File: config.mk
export PLATFORM = sky130hd
export DESIGN_NAME = serial_adc_reader
export DESIGN_NICKNAME = d
export VERILOG_FILES = /design/src/rtl/serial_adc_reader.sv
export SDC_FILE = /design/constraint.sdc
export NUM_CORES = 1
export LEC_CHECK = 0
export BUFFER_PORTS_ARGS = -buffer_cell sky130_fd_sc_hd__buf_4
export CORE_ASPECT_RATIO = 0.8
export CORE_MARGIN = 2
export CORE_UTILIZATION = 55
export CTS_BUF_LIST = sky130_fd_sc_hd__clkbuf_16
export CTS_CLUSTER_SIZE = 25
export DETAILED_ROUTE_END_ITERATION = 16
export GPL_ROUTABILITY_DRIVEN = 0
export PLACE_DENSITY = 0.76
export SKIP_CTS_REPAIR_TIMING = 1
export SYNTH_ARGS = -nofsm -noshare
export SYNTH_HDL_FRONTEND = slang
export SYNTH_SLANG_ARGS = --single-unit
File: constraint.sdc
create_clock -name clk -period 5.6 [get_ports clk]
set_input_delay 0 -clock clk [delete_from_list [all_inputs] [get_ports clk]]
set_output_delay 0 -clock clk [all_outputs]
set_load 0.02 [all_outputs]
File: src/rtl/serial_adc_reader.sv
module serial_adc_reader #(
  parameter int DATA_W = 12,
  parameter int PAD_W  = 4,
  parameter int DIV_W  = 8
) (
  input  logic              clk,
  input  logic              rst_n,
  input  logic              start,
  input  logic              repeat_en,
  input  logic [DIV_W-1:0]  half_period,
  output logic              adc_cs_n,
  output logic              adc_sclk,
  input  logic              adc_sdata,
  output logic [DATA_W-1:0] sample,
  output logic              sample_valid,
  output logic              frame_err
);

  localparam int FRAME_W = DATA_W + PAD_W;
  localparam int IDX_W   = $clog2(FRAME_W);
  localparam int CNT_W   = DIV_W + 2;

  typedef enum logic [1:0] {S_IDLE, S_SHIFT, S_GAP} state_t;

  state_t             state;
  logic [CNT_W-1:0]   cnt;
  logic [IDX_W-1:0]   bit_idx;
  logic [FRAME_W-1:0] shreg;
  logic [CNT_W-1:0]   half_eff;
  logic [CNT_W-1:0]   gap_len;

  assign half_eff = (half_period == '0) ? CNT_W'(1) : CNT_W'(half_period);
  assign gap_len  = half_eff << 1;

  always_ff @(posedge clk or negedge rst_n) begin
    if (!rst_n) begin
      state        <= S_IDLE;
      cnt          <= '0;
      bit_idx      <= '0;
      shreg        <= '0;
      adc_cs_n     <= 1'b1;
      adc_sclk     <= 1'b0;
      sample       <= '0;
      sample_valid <= 1'b0;
      frame_err    <= 1'b0;
    end else begin
      sample_valid <= 1'b0;
      frame_err    <= 1'b0;
      case (state)
        S_IDLE: begin
          if (start) begin
            state    <= S_SHIFT;
            adc_cs_n <= 1'b0;
            cnt      <= '0;
            bit_idx  <= '0;
          end
        end
        S_SHIFT: begin
          if (cnt >= half_eff - 1'b1) begin
            cnt      <= '0;
            adc_sclk <= ~adc_sclk;
            if (!adc_sclk) begin
              shreg <= {shreg[FRAME_W-2:0], adc_sdata};
            end else if (bit_idx == IDX_W'(FRAME_W - 1)) begin
              state        <= S_GAP;
              adc_cs_n     <= 1'b1;
              sample       <= shreg[DATA_W-1:0];
              sample_valid <= 1'b1;
              frame_err    <= |shreg[FRAME_W-1:DATA_W];
            end else begin
              bit_idx <= bit_idx + 1'b1;
            end
          end else begin
            cnt <= cnt + 1'b1;
          end
        end
        S_GAP: begin
          if (cnt >= gap_len - 1'b1) begin
            cnt <= '0;
            if (repeat_en || start) begin
              state    <= S_SHIFT;
              adc_cs_n <= 1'b0;
              bit_idx  <= '0;
            end else begin
              state <= S_IDLE;
            end
          end else begin
            cnt <= cnt + 1'b1;
          end
        end
        default: state <= S_IDLE;
      endcase
    end
  end


  sclk_idle_chk: assert property (@(posedge clk) disable iff (!rst_n)
    adc_cs_n |-> !adc_sclk);


  valid_pulse_chk: assert property (@(posedge clk) disable iff (!rst_n)
    sample_valid |=> !sample_valid);


  valid_at_cs_rise_chk: assert property (@(posedge clk) disable iff (!rst_n)
    sample_valid |-> $rose(adc_cs_n));


  sample_hold_chk: assert property (@(posedge clk) disable iff (!rst_n)
    !sample_valid |-> $stable(sample));


  err_with_valid_chk: assert property (@(posedge clk) disable iff (!rst_n)
    frame_err |-> sample_valid);


  gap_hold_chk: assert property (@(posedge clk) disable iff (!rst_n)
    $rose(adc_cs_n) |=> adc_cs_n);

endmodule

## Word-level counts from Yosys, hierarchy flattened

Cells that the tools add are included.
W data, S select, Z words.

- Add/subtract/negate cells: 4
- $lt $le $gt $ge: 2
- Equal/unequal tests: 10
- Multiplexer cells: 34
- Bitwise gates (word level): 1
- Reductions and logical operators: 12

Operator list:

| cell | count |
|---|---|
| $mux W10 | 3 |
| $pmux W10 S3 | 1 |
| $mux W4 | 6 |
| $ge A10 B10 Y1 | 2 |
| $mux W1 | 15 |
| $ne A2 B2 Y1 const B | 7 |
| $reduce_and A7 Y1 | 2 |
| $pmux W4 S3 | 1 |
| $add A10 B1 Y10 const B | 1 |
| $mux W2 | 5 |
| $sub A9 B1 Y10 const B | 1 |
| $sub A8 B1 Y9 const B | 1 |
| $logic_not A8 Y1 | 1 |
| $mux W8 | 1 |
| $pmux W2 S3 | 1 |
| $reduce_and A5 Y1 | 1 |
| $add A4 B1 Y4 const B | 1 |
| $eq A4 B4 Y1 const B | 1 |
| $reduce_and A2 Y1 | 2 |
| $reduce_and A4 Y1 | 1 |
| $reduce_or A4 Y1 | 1 |
| $pmux W1 S3 | 1 |
| $reduce_and A3 Y1 | 1 |
| $reduce_bool A3 Y1 | 1 |
| other kinds (5) | 5 |

- Bits in registers: 48
- Input bits: 13
- Output and inout bits: 16

## Longest topological paths before layout

Gate-level depths: netlist of run 1.

- Depth in word-level cells: 6
- Depth in mapped cells: 17

## Least setup slack after synthesis of run 1

No wires, ideal clock.

- Path type: input -> register
- From: input half_period[0]
- To: register shreg[10]
- Arrival: 2.913 ns
- Required time: 5.475 ns
- Slack: 2.562 ns
- Stages on the path: 14
- Path buffers: 1
- Cell sequence: or3_1 -> nor2_1 -> a21oi_1 -> ha_1 -> nor3b_1 -> xnor2_1 -> ha_1 -> nand2_1 -> o21ai_0 -> maj3_2 -> a21oi_2 -> nor3_4 -> buf_6 -> mux2_2

- Word-level cells in the longest chain between the ends: 5

Ends and longest elaborated chain:

| item | RTL line | source |
|---|---|---|
| start, declared | 10 | `input logic [DIV_W-1:0] half_period,` |
| $logic_not A8 Y1 | 32 | `assign half_eff = (half_period == '0) ? CNT_W'(1) : CNT_W'(half_period);` |
| $mux W8 (*) | 32 |  |
| $sub A8 B1 Y9 (*) | 59 | `if (cnt >= half_eff - 1'b1) begin` |
| $ge A10 B10 Y1 (*) | 59 |  |
| $reduce_and A3 Y1 (no source line) (*) | -- |  |
| end signal, assigned | 63 | `shreg <= {shreg[FRAME_W-2:0], adc_sdata};` |
| end, declared | 28 | `logic [FRAME_W-1:0] shreg;` |

Every way passes the cells marked *; elsewhere a longest branch is shown, timed or not.
A chain may end at the register's enable or synchronous reset.

## Worst setup path after layout of run 1

- From: input half_period[0]
- To: register shreg[6]

The elaborated chain is that of the path after synthesis.

==> impl_metrics.yaml, run 1 <==
floorplanning:
  die_area_um2: 5730
  core_area_um2: 4980
  dieWidth_um: 84.2
  rows: 23
  start_util_pct: 56.8
  die_h_um: 68.1
  boundaryPins: 29
setup_path:
  crit_fanout: 17
  r2r_start: "cnt[0]"
  start_kind: "input pin"
  r2r-end: "shreg[6]"
  startpoint: "half_period[0]"
  reg2reg_depth: 9
  required_ns: 5.76
  crit_type: "input pin to flip-flop"
  r2r_setup_slack_ns: 2.67
  end_kind: "flip-flop"
  cp.arrival_ns: 3.49
finish:
  syn2layout_area_growth_pct: 14.9
  layout_common_cells: "47 x dfrtp_1, 30 x nand2_1, 29 x mux2_2"
  nets: 327
  final_common_cell: "dfrtp_1"
  fin_cells: 353
  antennaDiodeCount: 0
  drive_gt1_share_pct: 27.5
  nFillCells: 396
logic_synthesis:
  synthArstFlopShare_pct: 100
  synthFlopType: "dfrtp_1"
  synth_area_leaders: "dfrtp_1 42%, mux2_2 12%, ha_1 11%"
  postSynthAreaPerCell_um2: 10.9
  syn_nets: 297
  yosys_register_bits: 48
  yosys_warnings: 0
  netlist.area_leader.share_pct: 41.6
  synth.yosys.seq_area_share_pct: 42.5
  ys_types: 51
  syn_area_um2: 2830
  synth_enable_flop_cells: 0
  synth_top_area_cell: "dfrtp_1"
  synth_cells: 260
global_route:
  first_global_vias: 1953
  track_usage_pct: 19.4
  gr-total-overflow: 0
  antenna_found_initial: 0
  grt_max_degree: 49
  grt_pass1_wl_um: 8930
timing:
  period_needed_ns: 3.33
  setup_violations: 0
  tns_ns: 0
  report.final.slew_viol_count: 0
  tightest_slew_ns: 0.751
  period_share_pct: 59.4
  hold_viol: 0
  skew_ns: 0.00467
  maxSlewHeadroom_pct: 49.8
  grt_setup_unrepaired: "no"
  clock.fmax_mhz: 300
place:
  hpwlAfterDp_um: 3860
  portBuffers: 28
  dp_cells: 343
clock_tree:
  clock_latency_ns: 0.28
  root_buffer: "clkbuf_16"
  cts_tree: "yes"
  cts.sinks: 48
  path_clk_slew_ns: 0.06
  clockBufferDepth: 2
  numCtsBuffers: 5
  h-tree-depth: 2
power_and_ir_drop:
  switching_share_pct: 29.2
  irDropWorstVdd_mv: 0.171
  switchingPower_mw: 0.264
  power_frac_clock_pct: 35.8
  pwr-share-seq_pct: 42.4
  p_leak_nw: 1.60
  p_comb_share_pct: 21.9
  power_density_nw_per_um2: 279
  intPower_mw: 0.641
drt:
  dr.pass1.iters: 4
  wl_met2_um: 2460
  via_per_inst: 5.87
  wirelength_um: 5290
  route.detailed.drc: 0
  final_antenna_net_count: 0
  vias: 2073
  top_layer_used: "met4"
  wire_per_inst_um: 15.0
  dr_wl_met3_um: 219
  wl_met1_um: 2580
  drt_iter0_markers: 83
run_status:
  status: "finished clean"
min_path:
  holdCritPathClass: "input pin to flip-flop"
  hold_path_end: "state[0]"
  holdCritStartpoint: "start"
  whs_path_depth: 4
job:
  max-cap-violations: 0
==> cell usage after synthesis (all sizes together) (2+ instances only) <==
master and number:
buf 4, a21oi 15, o221ai 2, o311ai 2, a21o 8, dfrtp 47
clkbuf 3, nor4 2, and3 4, mux2 29, xnor2 2, nand2b 3
and2 3, o211ai 11, nand2 30, or3 2, inv 8, a31oi 5
nor2 12, ha 24, nand3 7, mux2i 2, or2 3, nor3 6
o21ai 9, o2111ai 2
==> power groups by stage <==
stage	sequential, mW	combinational (mW)	clock, mW
after floorplan	0.388	0.137	0
after global placement	0.388	0.193	0
final	0.383	0.198	0.323
after CTS	0.383	0.198	0.333
after global routing	0.385	0.223	0.344
after detailed placement	0.390	0.196	0
==> state kept, by name, summed over array words and instances (netlist names) <==
| name | flops |
|---|---|
| cnt | 10 |
| adc_sclk | 1 |
| adc_cs_n | 1 |
| shreg | 16 |
| sample | 12 |
| frame_err | 1 |
| sample_valid | 1 |
| bit_idx | 4 |
| state | 2 |
==> critical path, cell delays in order <==
cell	delay [ns]
buf_4	0.12
or3_1	0.39
nor2_1	0.10
a21oi_1	0.11
ha_1	0.24
nor3b_1	0.18
xnor2_1	0.15
ha_1	0.32
nand2_1	0.05
o21ai_0	0.39
maj3_2	0.36
a21oi_2	0.08
nor3_4	0.59
mux2_2	0.42
==> cells by family after synthesis <==
group / count (synthesis) / synth area share (%)
mux: 31 / 12.4
buf+inv: 16 / 3.01
flops: 48 / 42.5
xor+xnor: 3 / 0.930
simple gates: 76 / 14.0
fa+ha+maj: 25 / 11.0
compound gates: 61 / 16.1
==> layer usage <==
metal  up-vias  GRT usage (%)
met5         -              0
met3         4           3.74
met2        33           31.9
met4         0           4.23
li1       1019              -
met1      1017           27.0
==> final cells by class <==
| cell class | instances | area, um2 | share of cell area [%] |
|---|---|---|---|
| clock buffer | 5 | 125 | 3.85 |
| clock inverter | 3 | 38.8 | 1.19 |
| inverter | 9 | 33.8 | 1.04 |
| multi-input combinational | 196 | 1540 | 47.4 |
| sequential | 48 | 1200 | 37.0 |
| tap | 62 | 77.6 | 2.39 |
| timing repair buffer | 30 | 230 | 7.09 |
==> worst max-delay path by stage <==
stage | end | slack (ns) | cells past startpoint
3_5_place_dp | sample[1] | 1.96 | 15
4_1_cts | sample[1] | 2.24 | 15
3_3_place_gp | sample[9] | 2.04 | 15
2_1_floorplan | shreg[10] | 2.56 | 14
5_1_grt | sample[6] | 1.91 | 15
6_report | shreg[6] | 2.27 | 14
==> metrics by stage <==
step	instance area, um2	hold slack (ns)	worst slack, ns	util [%]	power [mW]
3_3_place_gp	3060	0.0480	2.04	61.5	0.582
4_1_cts	3230	-0.254	2.24	64.8	0.913
5_1_grt	3250	0.240	1.91	65.2	0.952
3_5_place_dp	3060	0.0418	1.96	61.5	0.585
6_report	3250	0.205	2.27	65.2	0.904
2_1_floorplan	2830	-0.296	2.56	-	0.525
Power figures use the tool's default switching activity.
==> run 2, diff against run 1 <==
CORE_UTILIZATION = 53   (was 55)
PLACE_DENSITY = 0.77   (was 0.76)
clock period = 2.95 ns   (was 5.6 ns; I/O delays follow)
==> impl_metrics.yaml, run 2 (synthesized netlist as in run 1, its figures left out) <==
timing:
  skew_ns: 0.00333
  report.final.slew_viol_count: 0
  clock.fmax_mhz: 355
  tightest_slew_ns: 0.603
  period_needed_ns: 2.82
  hold_viol: 0
  whs_ns: 0.170
  worst_slack_ns: 0.130
  period_share_pct: 95.6
  maxSlewHeadroom_pct: 59.8
  setup_violations: 0
floorplanning:
  die_area_um2: 5940
  dieWidth_um: 85.6
  boundaryPins: 29
  start_util_pct: 55.8
  rows: 23
  core_area_um2: 5060
  die_h_um: 69.3
power_and_ir_drop:
  irDropWorstVdd_mv: 0.448
  total_power_mw: 1.92
  switchingPower_mw: 0.559
  p_leak_nw: 1.76
  pwr-share-seq_pct: 37.9
  p_comb_share_pct: 23.8
  intPower_mw: 1.36
  power_frac_clock_pct: 38.2
  power_density_nw_per_um2: 541
  switching_share_pct: 29.1
finish:
  regArea_um2: 1200
  final_common_cell: "buf_4"
  top_regs: "shreg x16, sample x12, cnt x10"
  drive_gt1_share_pct: 36.5
  nets: 351
  nFillCells: 371
  top_register: "shreg"
  syn2layout_area_growth_pct: 25.5
  multiInputGateArea_um2: 1590
  fin_area_um2: 3550
  largest_reg_flops: 16
  antennaDiodeCount: 0
  layout_common_cells: "49 x buf_4, 47 x dfrtp_1, 30 x nand2_1"
drt:
  wire_per_inst_um: 16.4
  wirelength_um: 6170
  route.detailed.drc: 0
  via_per_inst: 5.92
  vias: 2231
  drt_iter0_markers: 119
  dr.pass1.iters: 4
  final_antenna_net_count: 0
place:
  hpwlAfterDp_um: 4320
  portBuffers: 28
  dpl-instance-area_um2: 3280
  place_ws_ns: -0.371
setup_path:
  slowest_delay_ns: 0.41
  cp.arrival_ns: 2.98
  crit_top_cell: "a21oi_2"
  crit_fanout: 17
  start_kind: "input pin"
  cp_slowest_cell: "or3_1"
  cp_cell_sequence: "buf_4 -> or3_1 -> nor2_2 -> a21oi_2 -> ha_2 -> xnor2_2 -> ha_1 -> a21o_1 -> a31oi_2 -> o21ai_2 -> maj3_2 -> a21oi_2 -> nor3_4 -> buf_12 -> mux2_2"
  crit_type: "input pin to flip-flop"
  end_kind: "flip-flop"
  r2r_start: "cnt[2]"
  startpoint: "half_period[0]"
  required_ns: 3.11
global_route:
  track_usage_pct: 21.3
  antenna_found_initial: 0
  first_global_vias: 2145
  gr-total-overflow: 0
  grt_pass1_wl_um: 10300
  grt_max_degree: 49
clock_tree:
  cts.sinks: 48
  path_clk_slew_ns: 0.07
  clockBufferDepth: 2
  cts_tree: "yes"
  h-tree-depth: 2
  root_buffer: "clkbuf_16"
  clock_latency_ns: 0.28
  numCtsBuffers: 5
min_path:
  holdCritPathClass: "input pin to flip-flop"
  holdCritStartpoint: "start"
run_status:
  status: "finished clean"
job:
  max-cap-violations: 0
## run 2: metal layers
metal / GRT usage, % / vias to the layer above / share of wire [%]
met5: 0 / - / 0
met4: 2.82 / 0 / 0.68
met3: 3.57 / 6 / 4.2
met2: 34.0 / 58 / 48
met1: 31.5 / 1108 / 47
li1: - / 1059 / -
## run 2: cell type report
cell class              instances  share of cell area, %
repair buffers                 54                   12.6
flip-flops and latches         48                   33.9
well taps                      62                   2.19
multi-input cells             196                   44.9
inverters                       9                  0.952
clock inverters                 3                   1.94
clock buffers                   5                   3.53
## run 2: stage by stage
step	setup TNS [ns]	utilization, %	instances
detailed placement	-9.75	64.7	366
floorplan	0	-	260
finish	0	70.1	377
CTS	-1.60	68.5	374
global placement	-5.66	64.7	366
global route	-0.801	70.1	377
## run 2: path summary, 6_finish.rpt
path / endpoint / slack, ns / cells after the start
max: shreg[15] / 0.13 / 15
min: state[0] / 0.17 / 4
max reg2reg: shreg[15] / 0.46 / 9
min reg2reg: sample[8] / 0.51 / 1
max in group asynchronous: adc_sclk / 2.28 / 2
min in group asynchronous: state[0] / 0.26 / 2
## run 2: worst max-delay path, delay by kind of cell
family | cells | cell delay [ns]
adders and majority gates | 3 | 0.87
xor gates and xnor gates | 1 | 0.15
and+or+nand+nor | 3 | 0.59
AOI/OAI and AO/OA | 5 | 0.80
muxes | 1 | 0.29
buffers and inverters | 2 | 0.27
## run 2: power by group through the flow
stage | combinational, mW | sequential (mW) | clock (mW)
6_report | 0.458 | 0.728 | 0.734
4_1_cts | 0.437 | 0.728 | 0.744
5_1_grt | 0.501 | 0.734 | 0.773
2_1_floorplan | 0.261 | 0.738 | 0
3_5_place_dp | 0.431 | 0.740 | 0
3_3_place_gp | 0.420 | 0.738 | 0
